===== src/rtl/ivs_pkg.sv =====
package ivs_pkg;
    // Bit positions inside the control byte (software decodes these)
    localparam int ARM_BIT = 0;
    localparam int SEL_BIT = 1;
    localparam int MISC_W  = 6;

    // Stored part of the byte that the top register owns
    typedef struct packed {
        logic [MISC_W-1:0] misc;
        logic              sel;
    } ctl_state_t;
endpackage


===== src/rtl/ivs_window.sv =====
// Arming bit, countdown and post-write hold
module ivs_window #(
    parameter int WIN = 4,
    localparam int CW = $clog2(WIN + 1)
) (
    input  logic clk,
    input  logic rst_n,
    input  logic arm,      // write with arming bit = 1
    input  logic sel_wr,   // accepted placement write
    input  logic retire,
    output logic open,
    output logic hold
);
    typedef struct packed {
        logic          open;
        logic [CW-1:0] cnt;
        logic          hold;
    } win_t;

    win_t st_d, st_q;

    always_comb begin
        st_d = st_q;
        if (arm) begin
            st_d.open = 1'b1;
            st_d.cnt  = CW'(WIN);
        end else if (sel_wr) begin
            st_d.open = 1'b0;
            st_d.cnt  = '0;
        end else if (st_q.open) begin
            if (st_q.cnt == CW'(1)) begin
                st_d.open = 1'b0;
                st_d.cnt  = '0;
            end else begin
                st_d.cnt = st_q.cnt - CW'(1);
            end
        end

        if (sel_wr)
            st_d.hold = 1'b1;
        else if (st_q.hold && retire)
            st_d.hold = 1'b0;
    end

    always_ff @(posedge clk) begin
        if (!rst_n) st_q <= '0;
        else        st_q <= st_d;
    end

    assign open = st_q.open;
    assign hold = st_q.hold;

    // every opening of the window starts with a full count
    p_full_count_r4: assert property (@(posedge clk) disable iff (!rst_n)
        $rose(st_q.open) |-> st_q.cnt == CW'(WIN));

    // placement write closes the window in the next cycle
    p_close_on_write_r4: assert property (@(posedge clk) disable iff (!rst_n)
        (sel_wr && !arm) |=> !st_q.open);

    // hold releases after the retire pulse
    p_hold_release_r6: assert property (@(posedge clk) disable iff (!rst_n)
        (st_q.hold && retire && !sel_wr) |=> !st_q.hold);
endmodule


===== src/rtl/ivs_lock.sv =====
// Region-lock suppression
module ivs_lock (
    input  logic sel,
    input  logic exec_boot,
    input  logic lock_boot,
    input  logic lock_app,
    output logic lock_block
);
    logic boot_side, app_side;

    always_comb begin
        boot_side  = sel  && lock_boot && !exec_boot;
        app_side   = !sel && lock_app  &&  exec_boot;
        lock_block = boot_side || app_side;
    end

    // a lock never blocks code running in the vector-holding region
    always_comb begin
        p_region_match_r8: assert (!(lock_block && (sel == exec_boot)));
    end
endmodule


===== src/rtl/ivs_ctrl.sv =====
module ivs_ctrl #(
    parameter int AW  = 16,
    parameter int WIN = 4
) (
    input  logic          clk,
    input  logic          rst_n,
    input  logic          wr_en,
    input  logic [7:0]    wr_data,
    input  logic          retire,
    input  logic          exec_boot,
    input  logic [AW-1:0] boot_base,
    input  logic          lock_boot,
    input  logic          lock_app,
    output logic [AW-1:0] vec_base,
    output logic          irq_block,
    output logic [7:0]    rd_data
);
    import ivs_pkg::*;

    ctl_state_t reg_d, reg_q;
    logic arm, sel_wr, open, hold, lock_block;

    always_comb begin
        arm    = wr_en &&  wr_data[ARM_BIT];
        sel_wr = wr_en && !wr_data[ARM_BIT] && open;
        reg_d  = reg_q;
        if (wr_en)  reg_d.misc = wr_data[7:2];
        if (sel_wr) reg_d.sel  = wr_data[SEL_BIT];
    end

    always_ff @(posedge clk) begin
        if (!rst_n) reg_q <= '0;
        else        reg_q <= reg_d;
    end

    ivs_window #(.WIN(WIN)) u_window (
        .clk    (clk),
        .rst_n  (rst_n),
        .arm    (arm),
        .sel_wr (sel_wr),
        .retire (retire),
        .open   (open),
        .hold   (hold)
    );

    ivs_lock u_lock (
        .sel        (reg_q.sel),
        .exec_boot  (exec_boot),
        .lock_boot  (lock_boot),
        .lock_app   (lock_app),
        .lock_block (lock_block)
    );

    assign rd_data   = {reg_q.misc, reg_q.sel, open};
    assign vec_base  = reg_q.sel ? boot_base : '0;
    assign irq_block = arm || open || hold || lock_block;

    // placement bit moves only after an in-window write with arming bit 0
    p_sel_guard_r3: assert property (@(posedge clk) disable iff (!rst_n)
        !$stable(reg_q.sel) |-> $past(wr_en && !wr_data[ARM_BIT] && open));

    // arming write is itself suppressed
    p_block_on_arm_r5: assert property (@(posedge clk) disable iff (!rst_n)
        (wr_en && wr_data[ARM_BIT]) |-> irq_block);

    // hold always shows on the output
    p_hold_blocks_r6: assert property (@(posedge clk) disable iff (!rst_n)
        hold |-> irq_block);

    // application placement gives base zero
    p_base_zero_r1: assert property (@(posedge clk) disable iff (!rst_n)
        !rd_data[SEL_BIT] |-> vec_base == '0);
endmodule


===== config.mk =====
export PLATFORM = sky130hd
export DESIGN_NAME = ivs_ctrl
export DESIGN_NICKNAME = d
export VERILOG_FILES = /design/src/rtl/ivs_pkg.sv /design/src/rtl/ivs_window.sv /design/src/rtl/ivs_lock.sv /design/src/rtl/ivs_ctrl.sv
export SDC_FILE = /design/constraint.sdc
export NUM_CORES = 1
export LEC_CHECK = 0
export BUFFER_PORTS_ARGS = -buffer_cell sky130_fd_sc_hd__buf_2
export CAP_MARGIN = 20
export CORE_MARGIN = 5
export CORE_UTILIZATION = 37
export CTS_CLUSTER_SIZE = 14
export DETAILED_ROUTE_END_ITERATION = 6
export GPL_TIMING_DRIVEN = 1
export PLACE_DENSITY = 0.81
export SYNTH_ARGS = -nofsm -noshare
export SYNTH_HDL_FRONTEND = slang
export SYNTH_HIERARCHICAL = 1
export SYNTH_SLANG_ARGS = --single-unit

===== constraint.sdc =====
create_clock -name clk -period 1.6 [get_ports clk]
set_input_delay 0.16 -clock clk [delete_from_list [all_inputs] [get_ports clk]]
set_output_delay 0.16 -clock clk [all_outputs]
set_load 0.03 [all_outputs]

==> impl_metrics.csv <==
group,metric,value,unit
job,max_cap_violations,0,
logic_synthesis,yosys.area.top_type,"dfxtp_1",
route,drt-total-wl,1850,um
setup_path,crit_type,"reg -> out",
floorplanning,coreArea,1710,um^2
sta,worst_slack,51.2,ps
global_route,antenna_found_initial,0,
finish,drive_gt1_share,52.3,%
setup_path,end_kind,"primary output",
floorplanning,die_w,52.3,um
route,first_pass_iters,4,
worst_hold_path,hp-class,"in -> reg",
sta,setup_violations,0,
route,wl_per_cell,11.8,um
floorplanning,initial_utilization,38.8,%
logic_synthesis,synth-seq-cells,12,
sta,tightest_slew,252,ps
sta,rsz0062_at_grt,"false",
clocking,cts_made_buffers,3,
floorplanning,io_pins,56,
setup_path,reg2reg_depth,3,
setup_path,crit-reg2reg-launch,"u_window/open",
sta,relSlewSlack,83.2,%
setup_path,cp.arrival,1390,ps
place,dpl_worst_slack,189,ps
logic_synthesis,yosysWarnings,6,
global_route,grt_pass1_wl,2740,um
sta,finalMaxSlewViolations,0,
global_route,grt-ovfl-total,0,
floorplanning,dieArea,2740,um^2
worst_hold_path,holdPathEnd,"rd_data[1]",
sta,fmaxAchievable,0.646,GHz
setup_path,r2r_slack,250,ps
route,vias_per_cell,4.57,
global_route,grt_pass1_vias,683,
clocking,htree_levels,1,
floorplanning,die_h,52.3,um
setup_path,crit_path_start_kind,"flip-flop",
sta,fin_skew,1.79,ps
finish,areaGrowthSynthToFinish,53.4,%
logic_synthesis,synth_fp_nets,107,
route,remaining_drc_errors,0,
clocking,clock_latency,270,ps
logic_synthesis,yosys-top-cells-area,"dfxtp_1 (36%), and2_1 (15%), mux2i_1 (11%)",
global_route,grt_use_total,13.7,%
place,port-buffer-count,55,
worst_hold_path,holdPathStages,3,
sta,hold_ws,127,ps
power,peakVddDrop,0.493,mV
finish,diodes,0,
route,drtIter0Drc,9,
setup_path,path_max_fanout,7,
clocking,cts-root-buf,"clkbuf_4",
clocking,cts_buffer_depth,2,
setup_path,rr_endpoint,"u_window/st_q[3]",
logic_synthesis,synth_top_area_share,36.2,%
clocking,cts.sinks,12,
power,p_per_area,722,nW/um^2
place,dp_hpwl,1530,um
floorplanning,row_count,15,
logic_synthesis,seq_area_frac_synth,36.2,%
sta,tns,0,ps
route,ant_nets,0,
setup_path,crit_required,1440,ps
logic_synthesis,netlist_instances,74,
power,p_leak,0.000550,uW
worst_hold_path,hp-start,"wr_data[1]",
sta,min_period,1550,ps
sta,period_share,96.8,%
sta,finalHoldViolCount,0,
clocking,cts.clk_slew.worst_paths,80,ps
setup_path,crit_start,"rd_data[1]",
route,vias,718,
logic_synthesis,netlist_area,663,um^2
global_route,grt_max_degree,13,
place,routabilityCongestion,0.789,
logic_synthesis,synth_cell_types,24,
logic_synthesis,postSynthAreaPerCell,8.96,um^2
clocking,cts_tree,"done",
finish,final_net_count,166,
status,status,"finished clean",
-- power breakdown --
group / switching (uW) / internal, uW
registers: 13.5 / 315
clock network: 103 / 138
logic: 86.0 / 79.3
total: 202 / 532
-- layout by cell type, fill, tap and decap left out --
cell type,count
a21oi_1,2
nand2b_2,2
o22ai_2,1
clkbuf_4,3
nand3_1,1
a21boi_1,1
nand2_1,5
mux2i_1,7
nor2b_1,7
buf_4,2
a21boi_0,1
clkbuf_8,1
buf_2,54
and2_4,1
or4_4,1
dfxtp_1,11
a31oi_1,2
dfxtp_4,1
nand2_2,1
buf_6,1
ha_1,2
nand2b_1,2
and3b_2,1
nor2_1,1
nand3b_1,1
inv_1,3
and2_1,16
or4_1,1
-- repair_timing --
action / 4_1_cts / 5_1_grt
setup endpoints to repair: 1 / 1
resized for setup: 3 / 3
buffers inserted: 0 / 1
pin swaps: 0 / 1
hold buffers: 0 / 0
-- cell families after synthesis --
family	synth area share (%)
AOI/OAI and AO/OA	6.60
buffers and inverters	5.09
adders and majority gates	3.77
muxes	10.6
and+or+nand+nor	37.7
DFF	36.2
-- cell type report --
cell class	count	area, um^2
fillers	158	691
multi-input cells	56	398
repair buffers	57	297
flip-flops and latches	12	244
clock buffers	4	36.3
well taps	25	31.3
inverters	3	11.3
-- state kept, by name, indices dropped and copies added (netlist names) --
signal         count
rd_data            7
u_window/open      1
u_window/st_q      3
u_window/hold      1
-- worst max path at each step --
stage | to | cells after the start | slack (ps)
2_1_floorplan | irq_block | 2 | 150
3_3_place_gp | irq_block | 3 | 220
3_5_place_dp | irq_block | 3 | 190
4_1_cts | irq_block | 4 | 5
5_1_grt | irq_block | 4 | 4
6_report | irq_block | 4 | 50
-- metal layers --
metal	wire length (um)	vias up	GRT usage (%)
li1	-	357	-
met1	701	320	12.4
met2	882	39	25.8
met3	245	2	5.41
met4	21	0	6.38
met5	0	-	0
-- stage by stage --
stage	instances	power, uW	util (%)	area [um^2]
after floorplan	74	434	-	663
after global placement	152	491	55.9	955
after detailed placement	152	496	55.9	955
after CTS	156	733	58.4	997
after global routing	157	777	59.6	1020
final	157	735	59.6	1020
-- cells in the mapped netlist --
| library cell | instances |
|---|---|
| a31oi_1 | 2 |
| ha_1 | 2 |
| or4_4 | 1 |
| a21boi_0 | 1 |
| nand2_1 | 6 |
| mux2i_1 | 7 |
| buf_4 | 1 |
| nor2b_1 | 7 |
| and3b_2 | 1 |
| nand2b_1 | 2 |
| a21oi_1 | 2 |
| nand2b_2 | 2 |
| and2_4 | 1 |
| a21boi_1 | 1 |
| nand3_1 | 1 |
| dfxtp_1 | 12 |
| or4_1 | 1 |
| and2_1 | 16 |
| buf_6 | 1 |
| nand3b_1 | 1 |
| inv_1 | 3 |
| clkbuf_1 | 1 |
| o22ai_1 | 1 |
| nor2_1 | 1 |
-- critical path, cell delays in order (launching register included) --
cell	delay [ps]
dfxtp_4	370
nand2_2	60
o22ai_2	60
or4_4	480
buf_6	150
Note: power is estimated with default switching activity, not from simulation.
